**src/rtl/ptw_pkg.sv**
```systemverilog
package ptw_pkg;

  typedef enum logic [1:0] {
    FLT_NONE = 2'd0,
    FLT_PAGE = 2'd1,
    FLT_PROT = 2'd2
  } fault_e;

  typedef enum logic [1:0] {
    ACC_READ  = 2'd0,
    ACC_WRITE = 2'd1,
    ACC_EXEC  = 2'd2
  } access_e;

  typedef enum logic [1:0] {
    ST_IDLE  = 2'd0,
    ST_ISSUE = 2'd1,
    ST_WAIT  = 2'd2,
    ST_DONE  = 2'd3
  } walkState_e;

  // Strobes from control to datapath
  typedef struct packed {
    logic capReq;   // latch request and form entry address
    logic issue;    // memory read being presented
    logic capRsp;   // latch returned entry
    logic present;  // result cycle
  } ptwStrobes_t;

endpackage

```
**src/rtl/ptw_pte_check.sv**
```systemverilog
module ptw_pte_check
  import ptw_pkg::*;
#(
  parameter int PTE_W      = 32,
  parameter int VALID_POS  = 31,
  parameter int RIGHTS_POS = 28,
  parameter int PPN_W      = 20,
  parameter int N_KINDS    = 3
) (
  input  logic [PTE_W-1:0] pte,
  input  logic [1:0]       access,
  output fault_e           fault,
  output logic [PPN_W-1:0] ppn
);

  logic [N_KINDS-1:0] granted;
  logic               kindOk;
  logic               unusedSpare;

  // Rights field is ordered read (top), write, execute (bottom)
  genvar k;
  generate
    for (k = 0; k < N_KINDS; k++) begin : g_right
      assign granted[k] = pte[RIGHTS_POS + (N_KINDS - 1) - k];
    end
  endgenerate

  always_comb begin
    kindOk = 1'b0;
    for (int i = 0; i < N_KINDS; i++) begin
      if (int'(access) == i) kindOk = granted[i];
    end
  end

  always_comb begin
    if (!pte[VALID_POS])  fault = FLT_PAGE;
    else if (!kindOk)     fault = FLT_PROT;
    else                  fault = FLT_NONE;
  end

  assign ppn         = pte[PPN_W-1:0];
  assign unusedSpare = ^pte;

endmodule

```
**src/rtl/ptw_ctrl.sv**
```systemverilog
module ptw_ctrl
  import ptw_pkg::*;
(
  input  logic        clk,
  input  logic        rstN,
  input  logic        reqValid,
  output logic        reqReady,
  output logic        memReqValid,
  input  logic        memReqReady,
  input  logic        memRspValid,
  output logic        doneValid,
  output ptwStrobes_t strb
);

  walkState_e state, stateNxt;

  always_comb begin
    stateNxt = state;
    unique case (state)
      ST_IDLE:  if (reqValid)    stateNxt = ST_ISSUE;
      ST_ISSUE: if (memReqReady) stateNxt = ST_WAIT;
      ST_WAIT:  if (memRspValid) stateNxt = ST_DONE;
      ST_DONE:                   stateNxt = ST_IDLE;
      default:                   stateNxt = ST_IDLE;
    endcase
  end

  always_ff @(posedge clk or negedge rstN) begin
    if (!rstN) state <= ST_IDLE;
    else       state <= stateNxt;
  end

  assign reqReady    = (state == ST_IDLE);
  assign memReqValid = (state == ST_ISSUE);
  assign doneValid   = (state == ST_DONE);

  always_comb begin
    strb         = '0;
    strb.capReq  = reqReady && reqValid;
    strb.issue   = memReqValid;
    strb.capRsp  = (state == ST_WAIT) && memRspValid;
    strb.present = doneValid;
  end

  AST_DONE_AFTER_RSP: assert property (@(posedge clk) disable iff (!rstN)
    strb.capRsp |=> doneValid);
  AST_DONE_PULSE: assert property (@(posedge clk) disable iff (!rstN)
    doneValid |=> !doneValid);
  AST_REQ_HELD: assert property (@(posedge clk) disable iff (!rstN)
    (memReqValid && !memReqReady) |=> memReqValid);
  AST_ONE_AT_A_TIME: assert property (@(posedge clk) disable iff (!rstN)
    (reqValid && reqReady) |=> (!reqReady && memReqValid));

endmodule

```
**src/rtl/ptw_dpath.sv**
```systemverilog
module ptw_dpath
  import ptw_pkg::*;
#(
  parameter int VA_W       = 32,
  parameter int PA_W       = 30,
  parameter int OFF_W      = 10,
  parameter int MA_W       = 32,
  parameter int PTE_W      = 32,
  parameter int VALID_POS  = 31,
  parameter int RIGHTS_POS = 28
) (
  input  logic              clk,
  input  logic              rstN,
  input  ptwStrobes_t       strb,
  input  logic              baseWrEn,
  input  logic [MA_W-1:0]   baseWrData,
  input  logic [VA_W-1:0]   reqVaddr,
  input  logic [1:0]        reqAccess,
  input  logic [PTE_W-1:0]  memRspData,
  output logic [MA_W-1:0]   memReqAddr,
  output logic [PA_W-1:0]   donePaddr,
  output logic [1:0]        doneFault
);

  localparam int VPN_W     = VA_W - OFF_W;
  localparam int PPN_W     = PA_W - OFF_W;
  localparam int PTE_SHIFT = $clog2(PTE_W / 8);

  logic [MA_W-1:0]  baseReg;
  logic [MA_W-1:0]  entryAddrQ;
  logic [OFF_W-1:0] offsetQ;
  logic [1:0]       accessQ;
  logic [PTE_W-1:0] pteQ;
  logic [VPN_W-1:0] reqVpn;
  fault_e           chkFault;
  logic [PPN_W-1:0] chkPpn;

  assign reqVpn = reqVaddr[VA_W-1:OFF_W];

  always_ff @(posedge clk or negedge rstN) begin
    if (!rstN)         baseReg <= '0;
    else if (baseWrEn) baseReg <= baseWrData;
  end

  always_ff @(posedge clk or negedge rstN) begin
    if (!rstN) begin
      entryAddrQ <= '0;
      offsetQ    <= '0;
      accessQ    <= '0;
    end else if (strb.capReq) begin
      entryAddrQ <= baseReg + (MA_W'(reqVpn) << PTE_SHIFT);
      offsetQ    <= reqVaddr[OFF_W-1:0];
      accessQ    <= reqAccess;
    end
  end

  always_ff @(posedge clk or negedge rstN) begin
    if (!rstN)            pteQ <= '0;
    else if (strb.capRsp) pteQ <= memRspData;
  end

  ptw_pte_check #(
    .PTE_W     (PTE_W),
    .VALID_POS (VALID_POS),
    .RIGHTS_POS(RIGHTS_POS),
    .PPN_W     (PPN_W),
    .N_KINDS   (3)
  ) chk_i (
    .pte   (pteQ),
    .access(accessQ),
    .fault (chkFault),
    .ppn   (chkPpn)
  );

  assign memReqAddr = entryAddrQ;

  always_comb begin
    donePaddr = '0;
    doneFault = FLT_NONE;
    if (strb.present) begin
      doneFault = chkFault;
      if (chkFault == FLT_NONE) donePaddr = {chkPpn, offsetQ};
    end
  end

  AST_ADDR_STABLE: assert property (@(posedge clk) disable iff (!rstN)
    (strb.issue && !strb.capReq) |=> (!strb.issue || $stable(memReqAddr)));
  AST_OFFSET_COPIED: assert property (@(posedge clk) disable iff (!rstN)
    (strb.present && doneFault == FLT_NONE) |-> (donePaddr[OFF_W-1:0] == offsetQ));
  AST_FAULT_NO_ADDR: assert property (@(posedge clk) disable iff (!rstN)
    (strb.present && doneFault != FLT_NONE) |-> (donePaddr == '0));
  AST_FAULT_LEGAL: assert property (@(posedge clk) disable iff (!rstN)
    strb.present |-> (doneFault != 2'd3));

endmodule

```
**src/rtl/pt_walker.sv**
```systemverilog
module pt_walker
  import ptw_pkg::*;
#(
  parameter int VA_W  = 32,
  parameter int PA_W  = 30,
  parameter int OFF_W = 10,
  parameter int MA_W  = 32,
  parameter int PTE_W = 32
) (
  input  logic              clk,
  input  logic              rstN,
  input  logic              baseWrEn,
  input  logic [MA_W-1:0]   baseWrData,
  input  logic              reqValid,
  output logic              reqReady,
  input  logic [VA_W-1:0]   reqVaddr,
  input  logic [1:0]        reqAccess,
  output logic              memReqValid,
  input  logic              memReqReady,
  output logic [MA_W-1:0]   memReqAddr,
  input  logic              memRspValid,
  input  logic [PTE_W-1:0]  memRspData,
  output logic              doneValid,
  output logic [PA_W-1:0]   donePaddr,
  output logic [1:0]        doneFault
);

  ptwStrobes_t strb;

  ptw_ctrl ctrl_i (
    .clk        (clk),
    .rstN       (rstN),
    .reqValid   (reqValid),
    .reqReady   (reqReady),
    .memReqValid(memReqValid),
    .memReqReady(memReqReady),
    .memRspValid(memRspValid),
    .doneValid  (doneValid),
    .strb       (strb)
  );

  ptw_dpath #(
    .VA_W      (VA_W),
    .PA_W      (PA_W),
    .OFF_W     (OFF_W),
    .MA_W      (MA_W),
    .PTE_W     (PTE_W),
    .VALID_POS (PTE_W - 1),
    .RIGHTS_POS(PTE_W - 4)
  ) dpath_i (
    .clk       (clk),
    .rstN      (rstN),
    .strb      (strb),
    .baseWrEn  (baseWrEn),
    .baseWrData(baseWrData),
    .reqVaddr  (reqVaddr),
    .reqAccess (reqAccess),
    .memRspData(memRspData),
    .memReqAddr(memReqAddr),
    .donePaddr (donePaddr),
    .doneFault (doneFault)
  );

endmodule

```
**config.mk**
```make
export PLATFORM = sky130hd
export DESIGN_NAME = pt_walker
export DESIGN_NICKNAME = d
export VERILOG_FILES = /design/src/rtl/ptw_pkg.sv /design/src/rtl/ptw_pte_check.sv /design/src/rtl/ptw_ctrl.sv /design/src/rtl/ptw_dpath.sv /design/src/rtl/pt_walker.sv
export SDC_FILE = /design/constraint.sdc
export NUM_CORES = 1
export LEC_CHECK = 0
export ABC_AREA = 0
export CAP_MARGIN = 10
export CORE_ASPECT_RATIO = 0.6
export CORE_MARGIN = 8
export CORE_UTILIZATION = 48
export DETAILED_ROUTE_END_ITERATION = 8
export PLACE_DENSITY = 0.83
export SLEW_MARGIN = 20
export SYNTH_ARGS = -nofsm -noshare
export SYNTH_HDL_FRONTEND = slang
export SYNTH_SLANG_ARGS = --single-unit
```
**constraint.sdc**
```tcl
create_clock -name clk -period 2.8 [get_ports clk]
set_input_delay 0.42 -clock clk [delete_from_list [all_inputs] [get_ports clk]]
set_output_delay 0.42 -clock clk [all_outputs]
set_load 0.02 [all_outputs]
```
==> results.toml, run 1 <==
[worst_setup_path]
ff2ff_path_depth = 9
cp.arrival_ns = 2.26
critical_path.max_fanout = 30
r2r-end = "dpath_i.memReqAddr[22]"
start_kind = "register"
reg2reg_setup_slack_ns = 0.39
criticalPathCategory = "reg2out"
crit_path_end_kind = "primary output"
crit_required_ns = 2.38
crit-reg2reg-launch = "dpath_i.baseReg[2]"

[yosys]
synth-adder-area-share_pct = 6.029
largest_family_of_logic_cells_by_synthesized_area = "simple AND/OR/NAND/NOR gates"
netlist_area_sq_mm = 0.005728
synth_sequential_area_ratio_pct = 44.56
synth_edf_count = 0
multiplexer_share_of_the_synthesized_area_pct = 11.34
yosys.area_share.simple_pct = 18.35
yosys_warnings = 0
average_instance_area_after_synthesis_sq_um = 10.01
synth_top_flop_cell = "sky130_fd_sc_hd__dfrtp_1"
yosysUniqueCellTypes = 67
post_synth_xor_area_fraction_pct = 1.682
postSynth.asyncResetShare_pct = 100.0
mappedNetlistNets = 703
synthesized_instance_count = 572
compound_gate_fraction_of_synth_area_pct = 14.92
synth.ff_latch_count = 102

[final_layout]
layout.filler_cells = 920
final_layout_size_suffix_gt1_share_pct = 13.59
finish.net_count = 862
antenna_cells = 0
highest_count_cells_in_the_layout_ignoring_fill_and_taps = "sky130_fd_sc_hd__clkdlybuf4s50_1 (147), sky130_fd_sc_hd__dfrtp_1 (102), sky130_fd_sc_hd__nand2_1 (99)"
areaGrowthSynthToFinish_pct = 37.57
layout.cells.most_common = "sky130_fd_sc_hd__clkdlybuf4s50_1"

[die]
floorplan.die.width_microns = 157.0
pin_count = 171
initial_core_util_pct = 48.42
total_die_area_sq_mm = 0.01580
row_count = 31
floorplan.die.height_microns = 100.6
coreArea_sq_mm = 0.01183

[min_path]
min_path_type = "in2async"

[clock_network]
cts_tree = "yes"
cts_buffer_depth = 2
tritoncts_num_sinks = 102
postCtsSetupBuffers = 0
clk-insertion-delay-late_ns = 0.35
cts.root.buffer_cell = "sky130_fd_sc_hd__clkbuf_16"
clock_transition_at_the_registers_of_the_reported_paths_ns = 0.08
htree_levels = 3
cts_buffers = 9

[routing]
ant_nets = 0
m1WireLength_microns = 7012
drt_drc_violations_left = 0
wl_microns = 16270
detail_route.wl_per_cell_microns = 18.05
number_of_drc_markers_after_the_initial_detailed_route_iteration = 263
maxUsedRoutingLayer = "met5"
detailed_route_via_count = 4988
first_pass_iters = 5
vias_per_cell = 5.536
routed_wl_met2_microns = 7582
met3_length_microns = 1571

[placed_design]
detailed_place_hpwl_microns = 12300
place_congestion = 0.8798
io_buffers = 162

[timing]
setup_violations = 0
hold_ws_ns = 0.1567
setup_total_negative_slack_ns = 0
worst-slew-pin-transition_ns = 0.8150
achievable-frequency_mhz = 373.1
timing.final.max_slew_violations = 0
rsz0062_at_grt = "false"
finalCritPeriodShare_pct = 95.71
min_period_ns = 2.680
slew_headroom_pct = 45.67
clock_skews_ns = 0.008449
finalHoldViolations = 0

[global_route]
grt_first_pass_wirelength_microns = 26320
grt_max_degree = 63
grt_antenna_before_repair = 1
track_usage_pct = 20.75
number_of_global_route_vias_before_repair = 5233
grt_remaining_overflow = 0

[pwr]
switching_part_of_the_total_power_pct = 37.26
total_switching_power_w = 0.002378
internal_power_w = 0.004005
vdd_ir_drop_max_v = 0.0004587
power-per-cell-area_mw_per_mm2 = 810.1
power.share.sequential_pct = 36.7
power.share.combinational_pct = 43.5
clock_power_share_pct = 19.8
post-layout-total-power_w = 0.006383
power.leakage_nw = 3.683

[outcome]
result_of_the_run = "finished clean"

[run]
maxCapViolations = 0
-- kinds of logic (layout without fill, tap and decap cells) --
family	Yosys count	count (layout)
and+or+nand+nor	214	214
AOI/OAI and AO/OA	120	120
DFF	102	102
muxes	58	58
buffers and inverters	40	204
adders and majority gates	27	27
xor gates and xnor gates	11	11
-- worst max-delay path by stage --
stage | endpoint | cells past startpoint | start
after floorplan | dpath_i.memReqAddr[22] | 9 | reqVaddr[10]
after global placement | dpath_i.memReqAddr[22] | 10 | reqVaddr[10]
after detailed placement | dpath_i.memReqAddr[22] | 10 | reqVaddr[10]
after CTS | donePaddr[16] | 6 | dpath_i.accessQ[0]
after global routing | donePaddr[28] | 6 | dpath_i.accessQ[0]
final | donePaddr[28] | 6 | dpath_i.accessQ[0]
-- synthesized netlist by cell type (9+ instances only) --
cell type / count / area, sq um
sky130_fd_sc_hd__dfrtp_1: 102 / 2552
sky130_fd_sc_hd__a211o_1: 9 / 78.83
sky130_fd_sc_hd__nand2_1: 99 / 371.6
sky130_fd_sc_hd__nand3_1: 21 / 105.1
sky130_fd_sc_hd__and2_1: 32 / 200.2
sky130_fd_sc_hd__inv_1: 10 / 37.54
sky130_fd_sc_hd__nor2_1: 15 / 56.30
sky130_fd_sc_hd__clkbuf_1: 14 / 52.55
sky130_fd_sc_hd__ha_1: 26 / 325.3
sky130_fd_sc_hd__a21o_1: 11 / 82.58
sky130_fd_sc_hd__o21ai_0: 26 / 130.1
sky130_fd_sc_hd__mux2_2: 55 / 619.3
sky130_fd_sc_hd__and3_1: 9 / 56.30
sky130_fd_sc_hd__a21oi_1: 20 / 100.1
sky130_fd_sc_hd__nand4_1: 11 / 68.82
-- repair_timing --
item / CTS / global route
pin swaps: 0 / 0
endpoints found under the setup margin: 29 / 30
resized for setup: 1 / 15
hold buffers: 0 / 0
-- flip-flops by register name, summed over array words and instances, names as in the netlist --
name	count
dpath_i.accessQ	2
dpath_i.memReqAddr	32
dpath_i.offsetQ	10
dpath_i.baseReg	32
dpath_i.pteQ	24
ctrl_i.state	2
-- cell type report --
type	instances	area, sq um	share of cell area [%]
timing repair buffer	178	1790	22.72
multi-input combinational	430	2997	38.03
inverter	10	37.54	0.4763
tap	165	206.4	2.620
clock inverter	6	57.56	0.7304
sequential	102	2552	32.39
clock buffer	10	239.0	3.033
-- layer usage --
layer / up-vias / global-route usage [%]
li1: 2359 / -
met1: 2409 / 26.35
met2: 208 / 34.31
met3: 10 / 7.235
met4: 2 / 3.130
met5: - / 0
-- metrics by stage --
step	utilization [%]	setup slack (ns)	area, sq um	instances
finish	66.61	0.1201	7880	901
global route	66.61	0.002893	7880	901
CTS	66.31	0.02051	7845	901
detailed placement	63.78	-0.04265	7545	885
global placement	63.78	-0.01179	7545	885
floorplan	-	0.6007	5728	572
-- critical path, cell delays in order, from the launching register on --
cell and delay (ns):
sky130_fd_sc_hd__dfrtp_1 0.41, sky130_fd_sc_hd__mux2i_1 0.13, sky130_fd_sc_hd__o21ai_1 0.18, sky130_fd_sc_hd__and3_1 0.21, sky130_fd_sc_hd__buf_6 0.21, sky130_fd_sc_hd__and2_1 0.15, sky130_fd_sc_hd__clkdlybuf4s50_1 0.62
-- power groups by stage --
stage | clock [W] | sequential, W | combinational (W)
floorplan | 0 | 0.00254 | 0.00140
global placement | 0 | 0.00232 | 0.00269
finish | 0.00127 | 0.00234 | 0.00278
CTS | 0.00129 | 0.00234 | 0.00279
global route | 0.00135 | 0.00241 | 0.00304
detailed placement | 0 | 0.00236 | 0.00278
Power figures use the tool's default switching activity.
==> run 2, diff against run 1 <==
Settings changed: CORE_UTILIZATION 48 to 52, PLACE_DENSITY 0.83 to 0.89, REMOVE_ABC_BUFFERS set to 1.
Clock period 2.8 ns to 3.2 ns, I/O delays scaled along.
==> results.toml, run 2 (synthesis results as in run 1) <==
[clock_network]
tritoncts_num_sinks = 102
postCtsSetupBuffers = 0
clock_transition_at_the_registers_of_the_reported_paths_ns = 0.07
clk-insertion-delay-late_ns = 0.35
cts_buffer_depth = 2
cts_buffers = 9
cts_tree = "yes"
cts_resized = 0
cts.root.buffer_cell = "sky130_fd_sc_hd__clkbuf_16"
htree_levels = 3
postCtsHoldBufs = 0

[final_layout]
antenna_cells = 0
areaGrowthSynthToFinish_pct = 35.45
finish.net_count = 856
layout.cells.most_common = "sky130_fd_sc_hd__clkdlybuf4s50_1"
highest_count_cells_in_the_layout_ignoring_fill_and_taps = "sky130_fd_sc_hd__clkdlybuf4s50_1 (161), sky130_fd_sc_hd__dfrtp_1 (102), sky130_fd_sc_hd__nand2_1 (99)"
final_layout_size_suffix_gt1_share_pct = 12.74
final_cell_area_sq_mm = 0.007759
area_occupied_by_multi_input_gates_sq_mm = 0.002997
layout.filler_cells = 761
seq_area_sq_mm = 0.002552

[global_route]
grt_first_pass_wirelength_microns = 28620
grt_antenna_before_repair = 0
track_usage_pct = 24.25
grt_max_degree = 81
grt_remaining_overflow = 0
number_of_global_route_vias_before_repair = 5376

[die]
floorplan.die.width_microns = 151.5
pin_count = 171
coreArea_sq_mm = 0.01063
floorplan.die.height_microns = 97.30
initial_core_util_pct = 53.88
row_count = 29
total_die_area_sq_mm = 0.01474

[pwr]
power.leakage_nw = 3.390
power-per-cell-area_mw_per_mm2 = 724.9
vdd_ir_drop_max_v = 0.0004308

[run]
maxCapViolations = 0

[timing]
clock_skews_ns = 0.008510
hold_ws_ns = 0.1802
slew_headroom_pct = 43.51
finalHoldViolations = 0
achievable-frequency_mhz = 351.3
worst-slew-pin-transition_ns = 0.8474
setup_total_negative_slack_ns = 0
min_period_ns = 2.846
timing.final.max_slew_violations = 0
finalCritPeriodShare_pct = 88.95
setup_violations = 0
rsz0062_at_grt = "false"

[placed_design]
detailed_place_hpwl_microns = 13440
placement.cell_area_sq_mm = 0.007455
io_buffers = 162
place_congestion = 0.9073

[worst_setup_path]
critical_path.max_fanout = 30
crit_required_ns = 2.72
path_buf_inv = 2
reg2reg_setup_slack_ns = 0.78
criticalPathCategory = "reg2out"
start_kind = "register"
crit_path_end_kind = "primary output"
r2r-end = "dpath_i.memReqAddr[20]"
ff2ff_path_depth = 9
max_stage_delay_ns = 0.63
critical_path.top_delay_family = "buffers and inverters"
crit_path_cell_trace = "mux2i_1 > o21ai_0 > and3_1 > buf_4 > and2_1 > clkdlybuf4s50_1"
cp.arrival_ns = 2.37
crit-reg2reg-launch = "dpath_i.baseReg[2]"
worstSetupPathDepth = 6
cpMaxStageDelayCell = "sky130_fd_sc_hd__clkdlybuf4s50_1"

[routing]
wl_microns = 17590
drt_drc_violations_left = 0
detailed_route_via_count = 5138
ant_nets = 0
vias_per_cell = 5.913
detail_route.wl_per_cell_microns = 20.24
first_pass_iters = 5
number_of_drc_markers_after_the_initial_detailed_route_iteration = 474

[min_path]
min_path_type = "in2async"

[outcome]
result_of_the_run = "finished clean"
-- run 2: changes by cell type in the layout (fill, tap and decap cells not counted) --
cell,before,now
sky130_fd_sc_hd__clkdlybuf4s50_1,147,161
sky130_fd_sc_hd__dlymetal6s2s_1,14,0
sky130_fd_sc_hd__buf_4,15,10
sky130_fd_sc_hd__clkinv_2,0,2
sky130_fd_sc_hd__inv_6,3,1
sky130_fd_sc_hd__inv_8,2,0
sky130_fd_sc_hd__buf_12,1,0
sky130_fd_sc_hd__bufinv_16,0,1
sky130_fd_sc_hd__clkbuf_1,0,1
sky130_fd_sc_hd__o21ai_0,25,26
sky130_fd_sc_hd__o21ai_1,3,2
-- run 2: through the flow --
stage / total power [W] / setup WS, ns / utilization [%] / cells
after floorplan: 0.003392 / 0.9407 / - / 542
after CTS: 0.005640 / 0.3374 / 72.94 / 869
after global placement: 0.004361 / 0.3213 / 70.12 / 853
after global routing: 0.005951 / 0.1629 / 72.98 / 869
final: 0.005624 / 0.3536 / 72.98 / 869
after detailed placement: 0.004498 / 0.2688 / 70.12 / 853
-- run 2: layer usage --
metal,global-route usage (%),wire (microns),up-vias
li1,-,-,2350
met1,32.47,7521,2475
met2,37.84,7950,267
met3,6.140,1663,46
met4,7.121,449,0
met5,0,0,-
-- run 2: area by class of cell --
class / instances / area share, %
timing repair buffer: 172 / 21.88
tap: 139 / 2.242
sequential: 102 / 32.90
inverter: 10 / 0.4838
multi-input combinational: 430 / 38.62
clock buffer: 11 / 3.129
clock inverter: 5 / 0.7418
-- run 2: how the worst max path moves through the flow --
stage	from	endpoint	slack [ns]
finish	dpath_i.accessQ[0]	donePaddr[29]	0.35
global route	dpath_i.accessQ[0]	donePaddr[29]	0.16
CTS	dpath_i.accessQ[0]	donePaddr[29]	0.34
detailed placement	reqVaddr[10]	dpath_i.memReqAddr[20]	0.27
global placement	reqVaddr[10]	dpath_i.memReqAddr[20]	0.32
floorplan	reqVaddr[10]	dpath_i.memReqAddr[22]	0.94
-- run 2: power breakdown --
part           total, W  leakage, nW  switching (W)  internal (W)
logic           0.00245         2.01        0.00130       0.00115
clock network   0.00113        0.150       0.000496      0.000630
registers       0.00204         1.23       0.000277       0.00177
total           0.00562         3.39        0.00208       0.00355
==> run 3, diff against run 2 <==
==> constraint.sdc (replaced) <==
create_clock -name clk -period 3.2 [get_ports clk]
set_input_delay 0.64 -clock clk [delete_from_list [all_inputs] [get_ports clk]]
set_output_delay 0.64 -clock clk [all_outputs]
set_load 0.02 [all_outputs]
==> results.toml, run 3 (synthesis results as in run 1) <==
[timing]
rsz0062_at_grt = "false"
setup_total_negative_slack_ns = 0
min_period_ns = 2.969
achievable-frequency_mhz = 336.8
finalCritPeriodShare_pct = 92.78
worst-slew-pin-transition_ns = 0.6395
finalHoldViolations = 0
clock_skews_ns = 0.009107
final_worst_setup_slack_ns = 0.2311
setup_violations = 0
timing.final.max_slew_violations = 0
slew_headroom_pct = 57.22

[final_layout]
highest_count_cells_in_the_layout_ignoring_fill_and_taps = "sky130_fd_sc_hd__clkdlybuf4s50_1 (161), sky130_fd_sc_hd__dfrtp_1 (102), sky130_fd_sc_hd__nand2_1 (99)"
layout.cells.most_common = "sky130_fd_sc_hd__clkdlybuf4s50_1"
layout.filler_cells = 721
final_layout_size_suffix_gt1_share_pct = 12.74
fin_util_pct = 73.04
areaGrowthSynthToFinish_pct = 35.56
finish.net_count = 857
antenna_cells = 0

[global_route]
grt_antenna_before_repair = 0
track_usage_pct = 23.37
grt_remaining_overflow = 0
grt_max_degree = 79
number_of_global_route_vias_before_repair = 5150
grt_first_pass_wirelength_microns = 27390

[pwr]
power-per-cell-area_mw_per_mm2 = 720.1
power.leakage_nw = 3.390
total_switching_power_w = 0.002048
internal_power_w = 0.003544
post-layout-total-power_w = 0.005592
power.share.sequential_pct = 36.5
vdd_ir_drop_max_v = 0.0004420
power.share.combinational_pct = 43.9
clock_power_share_pct = 19.6
switching_part_of_the_total_power_pct = 36.62

[min_path]
min_path_type = "in2async"

[worst_setup_path]
start_kind = "register"
crit_path_cell_trace = "mux2i_1 > o21ai_1 > and3_1 > buf_4 > and2_1 > clkdlybuf4s50_1"
cp.arrival_ns = 2.33
cpMaxStageDelayCell = "sky130_fd_sc_hd__clkdlybuf4s50_1"
crit_required_ns = 2.56
criticalPathCategory = "reg2out"
crit_path_end_kind = "primary output"
max_stage_delay_ns = 0.64
critical_path.max_fanout = 30
path_buf_inv = 2
critical_path.top_delay_family = "buffers and inverters"

[routing]
number_of_drc_markers_after_the_initial_detailed_route_iteration = 459
maxUsedRoutingLayer = "met4"
detail_route.wl_per_cell_microns = 19.63
vias_per_cell = 5.856
first_pass_iters = 5
routed_wl_met2_microns = 7938
met3_length_microns = 1459
m1WireLength_microns = 7486
drt_drc_violations_left = 0
detailed_route_via_count = 5089
wl_microns = 17060
ant_nets = 0

[die]
floorplan.die.width_microns = 151.5
row_count = 29
floorplan.die.height_microns = 97.30
total_die_area_sq_mm = 0.01474
pin_count = 171
initial_core_util_pct = 53.88
coreArea_sq_mm = 0.01063

[outcome]
result_of_the_run = "finished clean"

[clock_network]
cts_resized = 0
cts_buffer_depth = 2
postCtsSetupBuffers = 0
cts_buffers = 9
cts_tree = "yes"
postCtsHoldBufs = 0
clock_transition_at_the_registers_of_the_reported_paths_ns = 0.07
htree_levels = 3
cts.root.buffer_cell = "sky130_fd_sc_hd__clkbuf_16"
clk-insertion-delay-late_ns = 0.34
tritoncts_num_sinks = 102

[placed_design]
place_congestion = 0.9041
dp_worst_setup_slack_ns = 0.1353
detailed_place_hpwl_microns = 13030
io_buffers = 162

[run]
maxCapViolations = 0
## run 3: cell count changes in the layout (fill, tap and decap cells not counted)
cell | previous run | this run
sky130_fd_sc_hd__buf_12 | 0 | 1
sky130_fd_sc_hd__buf_4 | 10 | 11
sky130_fd_sc_hd__clkinv_4 | 1 | 0
sky130_fd_sc_hd__clkinvlp_4 | 0 | 1
sky130_fd_sc_hd__o21ai_0 | 26 | 25
sky130_fd_sc_hd__o21ai_1 | 2 | 3
sky130_fd_sc_hd__buf_6 | 1 | 0
sky130_fd_sc_hd__inv_6 | 1 | 0
## run 3: area by class of cell
class,count,area (sq um),share of cell area [%]
clock buffers,11,242.7,3.126
clock inverters,4,47.55,0.6123
inverters,10,37.54,0.4834
multi-input cells,430,2997,38.59
flip-flops and latches,102,2552,32.87
well taps,139,173.9,2.240
repair buffers,173,1714,22.08
## run 3: path summary, 6_finish.rpt
kind | start | to | slack [ns] | cells past startpoint
worst max-delay path | dpath_i.accessQ[0] | donePaddr[23] | 0.23 | 6
worst min register to register | dpath_i.baseReg[0] | dpath_i.memReqAddr[0] | 0.47 | 2
worst min-delay path | rstN | dpath_i.baseReg[3] | 0.19 | 1
max in group asynchronous | rstN | dpath_i.memReqAddr[11] | 2.27 | 2
min in group clk | dpath_i.baseReg[0] | dpath_i.memReqAddr[0] | 0.47 | 2
worst max register to register | dpath_i.baseReg[2] | dpath_i.memReqAddr[16] | 0.80 | 9
## run 3: per-stage QoR
stage / instance area (sq um) / hold WS [ns] / instances
after floorplan: 5587 / 0.3444 / 542
after global placement: 7475 / 0.4457 / 854
after detailed placement: 7475 / 0.4547 / 854
after CTS: 7765 / 0.1972 / 869
after global routing: 7765 / 0.2179 / 869
final: 7765 / 0.1945 / 869
## run 3: per-layer routing
metal,up-vias,GRT usage (%)
met5,-,0
met4,0,4.348
met1,2458,32.16
met3,21,5.581
met2,249,36.85
li1,2361,-
## run 3: power by group through the flow
stage	Sequential (W)	Combinational (W)	Clock, W
floorplan	0.00222	0.00117	0
global placement	0.00202	0.00234	0
detailed placement	0.00206	0.00243	0
CTS	0.00204	0.00246	0.00111
global route	0.00209	0.00267	0.00116
finish	0.00204	0.00246	0.00109
## run 3: worst reg2reg max path, cell delays in order, from the launching register on
cell                        delay, ns
sky130_fd_sc_hd__dfrtp_1         0.39
sky130_fd_sc_hd__ha_1            0.22
sky130_fd_sc_hd__inv_1           0.07
sky130_fd_sc_hd__fa_1            0.25
sky130_fd_sc_hd__nor2b_4         0.06
sky130_fd_sc_hd__o31a_4          0.31
sky130_fd_sc_hd__o31ai_4         0.31
sky130_fd_sc_hd__o2bb2ai_1       0.28
sky130_fd_sc_hd__xor2_1          0.28
sky130_fd_sc_hd__o21ai_0         0.11
